--- src/rtl/intra16_seq_pkg.sv ---
package intra16_seq_pkg;

  localparam logic [1:0] MODE_VERT  = 2'd0;
  localparam logic [1:0] MODE_HORZ  = 2'd1;
  localparam logic [1:0] MODE_DC    = 2'd2;
  localparam logic [1:0] MODE_PLANE = 2'd3;

  typedef enum logic [1:0] {
    ST_IDLE = 2'd0,
    ST_RECV = 2'd1,
    ST_COST = 2'd2,
    ST_SEND = 2'd3
  } seq_state_t;

  // trial order: step 0 DC, 1 horizontal, 2 vertical, 3 plane
  function automatic logic [1:0] step_to_mode(input logic [1:0] step);
    case (step)
      2'd0:    return MODE_DC;
      2'd1:    return MODE_HORZ;
      2'd2:    return MODE_VERT;
      default: return MODE_PLANE;
    endcase
  endfunction

  // av[1] = top neighbours present, av[0] = left neighbours present
  function automatic logic mode_usable(input logic [1:0] mode, input logic [1:0] av);
    case (mode)
      MODE_DC:   return 1'b1;
      MODE_VERT: return av[1];
      MODE_HORZ: return av[0];
      default:   return av[1] & av[0];
    endcase
  endfunction

endpackage

--- src/rtl/intra16_mode_order.sv ---
module intra16_mode_order
  import intra16_seq_pkg::*;
#(
  parameter int N_STEPS = 4
) (
  input  logic [1:0] avail,
  input  logic [1:0] step,
  output logic [1:0] first_step,
  output logic       first_ok,
  output logic [1:0] next_step,
  output logic       next_ok
);

  always_comb begin
    first_ok   = 1'b0;
    first_step = 2'd0;
    next_ok    = 1'b0;
    next_step  = 2'd0;
    // walk downward so the lowest qualifying step is kept
    for (int k = N_STEPS - 1; k >= 0; k--) begin
      if (mode_usable(step_to_mode(2'(k)), avail)) begin
        first_ok   = 1'b1;
        first_step = 2'(k);
        if (k > int'(step)) begin
          next_ok   = 1'b1;
          next_step = 2'(k);
        end
      end
    end
  end

endmodule

--- src/rtl/intra16_res_ram.sv ---
module intra16_res_ram #(
  parameter int DEPTH  = 256,
  parameter int DATA_W = 9,
  localparam int AW    = $clog2(DEPTH)
) (
  input  logic              clk,
  input  logic              we,
  input  logic [AW-1:0]     waddr,
  input  logic [DATA_W-1:0] wdata,
  input  logic [AW-1:0]     raddr,
  output logic [DATA_W-1:0] rdata
);

  logic [DATA_W-1:0] cells [DEPTH];

  always_ff @(posedge clk) begin
    if (we) cells[waddr] <= wdata;
  end

  assign rdata = cells[raddr];

endmodule

--- src/rtl/intra16_best_track.sv ---
module intra16_best_track #(
  parameter int COST_W = 16
) (
  input  logic              clk,
  input  logic              rst_n,
  input  logic              clear,
  input  logic              take,
  input  logic [COST_W-1:0] cost,
  input  logic [1:0]        mode,
  output logic              best_sel,
  output logic              test_sel,
  output logic [1:0]        best_mode
);

  logic              have_best;
  logic [COST_W-1:0] best_cost;
  logic              wins;

  assign wins = !have_best || (cost < best_cost);

  always_ff @(posedge clk or negedge rst_n) begin
    if (!rst_n) begin
      have_best <= 1'b0;
      best_cost <= '0;
      best_sel  <= 1'b0;
      test_sel  <= 1'b0;
      best_mode <= 2'd0;
    end else if (clear) begin
      have_best <= 1'b0;
      test_sel  <= 1'b0;
    end else if (take) begin
      have_best <= 1'b1;
      if (wins) begin
        best_cost <= cost;
        best_mode <= mode;
        best_sel  <= test_sel;
        test_sel  <= ~test_sel;
      end
    end
  end

  // the kept cost never grows within a run
  p_cost_monotone_r5: assert property (@(posedge clk) disable iff (!rst_n)
    (have_best && take && !clear) |=> (best_cost <= $past(best_cost)));

  // once a best exists, the write memory differs from the kept one
  p_split_r5: assert property (@(posedge clk) disable iff (!rst_n)
    (have_best && !clear) |-> (best_sel != test_sel));

endmodule

--- src/rtl/intra16_mode_seq.sv ---
module intra16_mode_seq
  import intra16_seq_pkg::*;
#(
  parameter int N_PIX   = 256,
  parameter int DATA_W  = 9,
  parameter int COST_W  = 16,
  parameter int N_STEPS = 4,
  parameter int N_BUF   = 2
) (
  input  logic              clk,
  input  logic              rst_n,
  input  logic              start,
  input  logic [1:0]        avail,
  output logic              busy,
  output logic [1:0]        cur_mode,
  input  logic              in_valid,
  output logic              in_ready,
  input  logic [DATA_W-1:0] in_data,
  input  logic              cost_valid,
  output logic              cost_ready,
  input  logic [COST_W-1:0] cost_data,
  output logic              done,
  output logic [1:0]        best_mode,
  output logic              out_valid,
  input  logic              out_ready,
  output logic [DATA_W-1:0] out_data,
  output logic              out_last
);

  localparam int AW = $clog2(N_PIX);
  localparam logic [AW-1:0] LAST_IDX = AW'(N_PIX - 1);

  seq_state_t    state;
  logic [1:0]    avail_q;
  logic [1:0]    step;
  logic [AW-1:0] wr_cnt;
  logic [AW-1:0] rd_cnt;
  logic          done_q;

  logic [1:0]    first_step, next_step;
  logic          first_ok, next_ok;
  logic          best_sel, test_sel;
  logic          launch, in_take, cost_take, out_take;

  assign launch    = (state == ST_IDLE) && start;
  assign in_take   = in_valid && in_ready;
  assign cost_take = cost_valid && cost_ready;
  assign out_take  = out_valid && out_ready;

  // a new run reads the fresh code, a running one its latched copy
  intra16_mode_order #(.N_STEPS(N_STEPS)) u_order (
    .avail      (launch ? avail : avail_q),
    .step       (step),
    .first_step (first_step),
    .first_ok   (first_ok),
    .next_step  (next_step),
    .next_ok    (next_ok)
  );

  intra16_best_track #(.COST_W(COST_W)) u_track (
    .clk       (clk),
    .rst_n     (rst_n),
    .clear     (launch),
    .take      (cost_take),
    .cost      (cost_data),
    .mode      (cur_mode),
    .best_sel  (best_sel),
    .test_sel  (test_sel),
    .best_mode (best_mode)
  );

  logic [DATA_W-1:0] buf_rd [N_BUF];

  for (genvar g = 0; g < N_BUF; g++) begin : g_buf
    intra16_res_ram #(.DEPTH(N_PIX), .DATA_W(DATA_W)) u_ram (
      .clk   (clk),
      .we    (in_take && (int'(test_sel) == g)),
      .waddr (wr_cnt),
      .wdata (in_data),
      .raddr (rd_cnt),
      .rdata (buf_rd[g])
    );
  end

  always_ff @(posedge clk or negedge rst_n) begin
    if (!rst_n) begin
      state   <= ST_IDLE;
      avail_q <= 2'b00;
      step    <= 2'd0;
      wr_cnt  <= '0;
      rd_cnt  <= '0;
      done_q  <= 1'b0;
    end else begin
      done_q <= 1'b0;
      case (state)
        ST_IDLE: begin
          if (start && first_ok) begin
            avail_q <= avail;
            step    <= first_step;
            wr_cnt  <= '0;
            state   <= ST_RECV;
          end
        end
        ST_RECV: begin
          if (in_take) begin
            if (wr_cnt == LAST_IDX) begin
              wr_cnt <= '0;
              state  <= ST_COST;
            end else begin
              wr_cnt <= wr_cnt + 1'b1;
            end
          end
        end
        ST_COST: begin
          if (cost_take) begin
            if (next_ok) begin
              step  <= next_step;
              state <= ST_RECV;
            end else begin
              rd_cnt <= '0;
              done_q <= 1'b1;
              state  <= ST_SEND;
            end
          end
        end
        default: begin
          if (out_take) begin
            if (rd_cnt == LAST_IDX) begin
              rd_cnt <= '0;
              state  <= ST_IDLE;
            end else begin
              rd_cnt <= rd_cnt + 1'b1;
            end
          end
        end
      endcase
    end
  end

  assign busy       = (state != ST_IDLE);
  assign cur_mode   = step_to_mode(step);
  assign in_ready   = (state == ST_RECV);
  assign cost_ready = (state == ST_COST);
  assign out_valid  = (state == ST_SEND);
  assign out_data   = buf_rd[best_sel];
  assign out_last   = out_valid && (rd_cnt == LAST_IDX);
  assign done       = done_q;

  // idle means every channel is quiet
  p_quiet_idle_r1: assert property (@(posedge clk) disable iff (!rst_n)
    !busy |-> (!in_ready && !cost_ready && !out_valid && !done));

  // only permitted modes are presented to the predictor
  p_mode_allowed_r2: assert property (@(posedge clk) disable iff (!rst_n)
    in_ready |-> mode_usable(cur_mode, avail_q));

  // residual intake and cost intake never overlap
  p_excl_r4: assert property (@(posedge clk) disable iff (!rst_n)
    !(in_ready && cost_ready));

  // the decision pulse coincides with the first output word
  p_done_first_r6: assert property (@(posedge clk) disable iff (!rst_n)
    done |-> (out_valid && !$past(out_valid)));

  // best_mode is frozen while the winning residuals stream out
  p_mode_hold_r6: assert property (@(posedge clk) disable iff (!rst_n)
    (out_valid && $past(out_valid)) |-> $stable(best_mode));

  // stalled output word stays put
  p_stall_hold_r8: assert property (@(posedge clk) disable iff (!rst_n)
    (out_valid && !out_ready) |=> (out_valid && $stable(out_data) && $stable(out_last)));

  // the latched availability code survives the whole run
  p_avail_kept_r9: assert property (@(posedge clk) disable iff (!rst_n)
    (busy && $past(busy)) |-> $stable(avail_q));

endmodule

--- config.mk ---
export PLATFORM = sky130hd
export DESIGN_NAME = intra16_mode_seq
export DESIGN_NICKNAME = d
export VERILOG_FILES = /design/src/rtl/intra16_seq_pkg.sv /design/src/rtl/intra16_mode_order.sv /design/src/rtl/intra16_res_ram.sv /design/src/rtl/intra16_best_track.sv /design/src/rtl/intra16_mode_seq.sv
export SDC_FILE = /design/constraint.sdc
export NUM_CORES = 2
export LEC_CHECK = 0
export BUFFER_PORTS_ARGS = -buffer_cell sky130_fd_sc_hd__buf_4
export CAP_MARGIN = 40
export CORE_UTILIZATION = 40
export CTS_CLUSTER_DIAMETER = 40
export DETAILED_ROUTE_END_ITERATION = 10
export PLACE_DENSITY_LB_ADDON = 0.3
export SKIP_CTS_REPAIR_TIMING = 1
export SYNTH_ARGS = -nofsm -noshare
export SYNTH_HDL_FRONTEND = slang
export SYNTH_MEMORY_MAX_BITS = 65536
export SYNTH_SLANG_ARGS = --single-unit
--- constraint.sdc ---
create_clock -name clk -period 4 [get_ports clk]
set_clock_uncertainty 0.2 [all_clocks]
set_input_delay 0.8 -clock clk [delete_from_list [all_inputs] [get_ports clk]]
set_output_delay 0.8 -clock clk [all_outputs]
set_load 0.01 [all_outputs]
Word-level counts from Yosys, hierarchy flattened
Memory sizes are Yosys's and may differ from the RTL's.
Cells that the tools add are included.
{"block": "classes", "reduce_logical": 27, "eq_ne": 13, "bitwise": 6, "n_lt_le_gt_ge": 5, "addsub": 2, "muxes": 50}
{"operator": "8-bit two-way mux", "n": 7}
{"operator": "2-bit two-way mux", "n": 17}
{"operator": "8-bit case mux with 2 select lines", "n": 2}
{"operator": "9-bit two-way mux", "n": 3}
{"operator": "1-bit two-way mux", "n": 18}
{"operator": "8-bit by 1-bit adder with 8-bit output (second input constant)", "n": 2}
{"operator": "8-bit equality test (second input constant)", "n": 2}
{"operator": "16-bit less-than comparator", "n": 1}
{"operator": "2-bit case mux with 3 select lines", "n": 2}
{"operator": "2-bit nonzero test", "n": 6}
{"operator": "2-bit by 1-bit inequality test with 1-bit output (second input constant)", "n": 4}
{"operator": "4-bit AND reduction", "n": 2}
{"operator": "4-bit nonzero test", "n": 2}
{"operator": "1-bit logical AND", "n": 7}
{"operator": "2-bit equality test (second input constant)", "n": 3}
{"operator": "3-bit AND reduction", "n": 2}
{"operator": "6-bit AND reduction", "n": 1}
{"operator": "2-bit by 1-bit equality test with 1-bit output (second input constant)", "n": 2}
{"operator": "2-bit > comparator (first input constant)", "n": 2}
{"operator": "2-bit logical NOT", "n": 2}
{"operator": "2-bit inequality test (second input constant)", "n": 2}
{"operator": "1-bit NOT", "n": 4}
{"operator": "2-bit case mux with 2 select lines", "n": 1}
{"operator": "2-bit AND reduction", "n": 2}
{"operator": "7 further kinds", "n": 7}
{"block": "word_totals", "elab_cells": 116, "mem_bits_rw": 4608, "in_bits": 33, "out_inout_bits": 19, "ff_bits": 44, "memories": 2}
{"name": "g_buf[0].u_ram.cells", "words": 256, "word_bits": 9, "rd": 1, "rd_clocked_by_memory_dff": 0, "write_ports": 1, "line_no": "intra16_res_ram.sv:14", "rtl": "logic [DATA_W-1:0] cells [DEPTH];"}
{"name": "g_buf[1].u_ram.cells", "words": 256, "word_bits": 9, "rd": 1, "rd_clocked_by_memory_dff": 0, "write_ports": 1, "line_no": "intra16_res_ram.sv:14"}

Logic depth before layout (Yosys ltp)
{"block": "logic_depth", "word_depth": 12, "depth_mapped": 15, "depth_no_buf": 10}

Hierarchy
A second synthesis with hierarchy kept.
{"block": "unflattened", "cells_unflattened": 8732, "area_unflattened_um2": 181013.6}
{"mod": "intra16_res_ram", "n_inst": 2, "cells_each": 4228, "seq_area_each_um2": 69186.4, "area_per_inst_um2": 89098.0}
{"mod": "intra16_mode_seq", "n_inst": 1, "cells_each": 162, "seq_area_each_um2": 575.6, "area_per_inst_um2": 1476.4}
{"mod": "intra16_best_track", "n_inst": 1, "cells_each": 102, "seq_area_each_um2": 525.5, "area_per_inst_um2": 1262.5}
{"mod": "intra16_mode_order", "n_inst": 1, "cells_each": 12, "seq_area_each_um2": 0.0, "area_per_inst_um2": 78.8}

Least setup slack after synthesis
No wires, ideal clock.
{"block": "synth_path", "path_kind": "register to output", "start": "register rd_cnt[0]", "end": "output port out_data[6]", "path_buffers": 4, "path_stages_with_launch": 11, "required_time_ns": 3.000, "t_arrival_ns": 2.524, "slack_ns": 0.476, "cell_sequence": "dfrtp_1 -> buf_6 -> buf_8 -> buf_4 -> buf_2 -> mux4_2 -> a221oi_1 -> o22ai_1 -> nor4_1 -> nand4b_1 -> o21a_1"}
{"block": "synth_between", "elab_chain_len": 4, "word_cells_on_any_way": 5, "classes_between": "mux (3); memory (2)"}
{"item": "from (decl)", "line_no": "intra16_mode_seq.sv:37", "rtl": "logic [AW-1:0] rd_cnt;"}
{"item": "from (signal assigned)", "line_no": "intra16_mode_seq.sv:132", "rtl": "rd_cnt <= rd_cnt + 1'b1;"}
{"item": "memory 256 x 9 bit"}
{"item": "9-bit two-way mux (not written as such) (*) (3 in series)", "line_no": "intra16_mode_seq.sv:145", "rtl": "assign out_data = buf_rd[best_sel];"}
{"item": "to (decl)", "line_no": "intra16_mode_seq.sv:26", "rtl": "output logic [DATA_W-1:0] out_data,"}
Every way passes the cells marked *; elsewhere a longest branch is shown, timed or not. The select of a mux whose other input is x is not followed.

Worst setup path in the final report
{"block": "layout_path", "start": "register rd_cnt[0]", "end": "output port out_data[1]"}
Same word-level chain as after synthesis.

==> run_results.csv <==
group,metric,value,unit
run_status,status,"finished, violations left",
run_status,failed_checks,"setup timing",
setup_path,start_kind,"register",
place,hpwl,363000,um
timing,relSlewSlack,21.8,%
place,portBuffers,51,
cts,tritoncts,"done",
logic_synthesis,ys.flop_type,"edfxtp_1",
place,place_area,201000,um2
route,drc,0,
setup_path,worst_path_most_repeated_cell,"buf_4",
floorplan,start_util,40.2,%
logic_synthesis,synth_edf_count,4608,
setup_path,critical_path_arrival,4.66,ns
setup_path,cp.required,3.00,ns
route,routed_wirelength,553000,um
logic_synthesis,synth_top_area_cell,"edfxtp_1",
logic_synthesis,synthTopCellsByArea,"edfxtp_1 77%, mux4_2 13%, mux2i_1 1.7%",
timing,final.min_clock_period,5.66,ns
logic_synthesis,yosysSeqAreaShare,77.3,%
route,drt-vias-per-instance,5.84,
setup_path,critPathLaunch,"rd_cnt[0]$_DFFE_PN0P_",
power_and_ir_drop,power.switching,39.1,mW
floorplan,core,449000,um2
timing,finalCritPeriodShare,141,%
floorplan,dieWidth,674,um
logic_synthesis,synth_simple_gate_area_share,2.85,%
floorplan,die_area,454000,um2
logic_synthesis,synthAdderAreaFrac,0.194,%
cells_and_area,final_nets,10600,
global_route,grtUsageTotal,23.7,%
place,gp_congestion,0.910,
cells_and_area,area_growth_syn_to_layout,23.9,%
route,drtPass1Iterations,7,
power_and_ir_drop,leakage,73.1,nW
setup_path,path_cells,"buf_4, buf_4, buf_12, buf_16, mux4_2, o21ai_2, or3_1, nand4_1, buf_4, a2111oi_4, buf_4, nand3_4, nor3_4, buf_6, a31oi_4, buf_6, buf_4",
logic_synthesis,post_synth_mux_area_share,15.1,%
logic_synthesis,syn_area_per_cell,21.2,um2
cells_and_area,layout_common_cells,"4608 x edfxtp_1, 1605 x buf_4, 1024 x mux4_2",
place,dpl_worst_slack,-1.79,ns
power_and_ir_drop,power_frac_seq,38.4,%
floorplan,top_level_ports,52,
cells_and_area,drive_gt1_share,37.2,%
logic_synthesis,syn_area,181000,um2
setup_path,r2r_slack,0.32,ns
global_route,grt_pass1_vias,98400,
logic_synthesis,synth_top_area_share,76.6,%
global_route,antenna_found_initial,25,
floorplan,die_y,674,um
route,drt_iter0_drc,13300,
logic_synthesis,synth_compound_area_share,2.85,%
global_route,grt_max_degree,169,
logic_synthesis,synth_top_family_by_area,"multiplexers",
power_and_ir_drop,p_int,101,mW
power_and_ir_drop,sw_frac_of_total,27.9,%
global_route,overflow,0,
logic_synthesis,netlist_instances,8529,
worst_hold_path,hold_class,"in -> reg",
worst_hold_path,hp-start,"in_data[6]",
timing,tns,-14.75,ns
power_and_ir_drop,p_per_area,628,nW/um2
timing,slew_viol_final,0,
floorplan,num_rows,246,
setup_path,timing.rr.start,"state[1]$_DFFE_PN0P_",
cts,cts-root-buf,"clkbuf_16",
cells_and_area,final_cell_area,224000,um2
logic_synthesis,yosysUniqueCellTypes,80,
cts,cts_buffers,568,
cts,cts_sinks,4652,
setup_path,path_max_fanout,10,
power_and_ir_drop,total_power,140,mW
route,routedWlPerCell,32.6,um
timing,max_freq,0.177,GHz
cts,cts_buffer_depth,4,
place,dp.cells,15700,
route,vias,99100,
setup_path,critical_path_class,"reg -> out",
logic_synthesis,syn-num-nets,8590,
power_and_ir_drop,ir_drop,492,uV
run,maxCapViolations,0,
cells_and_area,final_common_cell,"edfxtp_1",
logic_synthesis,ys_warn_count,0,
setup_path,end_kind,"output port",
global_route,grt_pass1_wl,761000,um
timing,rsz0062_at_grt,"yes",
cts,clk_transition_reported_paths,0.06,ns
timing,final-setup-viol-count,10,
cells_and_area,fin_util,49.8,%
cells_and_area,fin_cells,17000,
timing,hold_viol,0,
setup_path,cp_slowest_cell,"dfrtp_4",
logic_synthesis,synth-xor-area-share,0.0243,%
power_and_ir_drop,p_comb_share,24.4,%
logic_synthesis,ys_ff_latch,4652,
timing,fin_ws,-1.66,ns
setup_path,max_stage_delay,0.50,ns
logic_synthesis,synth-async-reset-ratio,0.946,%
cts,htree_levels,6,
power_and_ir_drop,clock_power_share,37.2,%
timing,worst_pin_slew,1.17,ns
route,postRouteAntennaNets,0,
timing,hold_slack,0.0753,ns
cts,clock_latency,1.05,ns
cell usage after synthesis, drive strengths merged (15+ instances only):
master and count:
nand3 128, nor3 40, mux4 1050, a22oi 219, o21ai 82, a22o 16, a221oi 26, o22ai 89
inv 33, mux2 48, ha 28, a21oi 113, clkbuf 217, o211ai 16, nor2b 25, nand2b 15
o221ai 35, mux2i 302, a211oi 25, a31oi 37, nand2 206, buf 276, and3 18, edfxtp 4608
nor2 620, dfrtp 44, nand4 52
state kept, by name, summed over array words and instances, names as in the netlist:
name / flops
u_track.have_best: 1
wr_cnt: 8
u_track.best_mode: 2
step: 2
u_track.best_sel: 1
rd_cnt: 8
state: 2
g_buf.u_ram.cells: 4608
done: 1
u_track.best_cost: 16
avail_q: 2
u_track.test_sel: 1
power by group through the flow:
| stage | registers, mW | logic [mW] | clock network, mW |
|---|---|---|---|
| 2_1_floorplan | 54.9 | 17.5 | 0 |
| 3_3_place_gp | 55.0 | 30.6 | 0 |
| 3_5_place_dp | 55.0 | 31.0 | 0 |
| 4_1_cts | 54.0 | 31.1 | 52.7 |
| 5_1_grt | 54.0 | 35.3 | 54.6 |
| 6_report | 54.0 | 34.2 | 52.2 |
path summary, 6_finish.rpt:
check | endpoint | cells after the start
max | out_data[1] | 17
min | g_buf[0].u_ram.cells[76][6]$_DFFE_PP_ | 1
max reg2reg | g_buf[1].u_ram.cells[250][2]$_DFFE_PP_ | 8
min reg2reg | u_track.best_cost[11]$_DFFE_PN0P_ | 1
max in group asynchronous | rd_cnt[2]$_DFFE_PN0P_ | 2
min in group asynchronous | state[1]$_DFFE_PN0P_ | 2
cells by family after synthesis:
group | count (synthesis)
buf+inv | 526
mux | 1400
flops | 4652
xor+xnor | 5
compound gates | 744
simple gates | 1174
fa+ha+maj | 28
cell type report:
class | instances | area (um2)
fill | 35600 | 225000
inverter | 33 | 129
sequential | 4652 | 139000
clock inverter | 388 | 4570
tap | 5952 | 7450
multi-input combinational | 3351 | 39100
clock buffer | 645 | 14700
antenna | 3 | 7.51
timing repair buffer | 1937 | 18200
critical path: cells and delay by family, from the launching register on:
kind | cells | cell delay, ns
buf+inv | 9 | 1.48
simple gates | 4 | 0.67
compound gates | 3 | 0.52
flops | 1 | 0.50
mux | 1 | 0.44
per-layer routing:
metal,share of wire [%],GRT usage (%)
met1,39,32.6
met2,47,37.4
met3,10,4.76
met4,4.3,8.79
met5,0.0061,0
(Power assumes the default switching activity.)
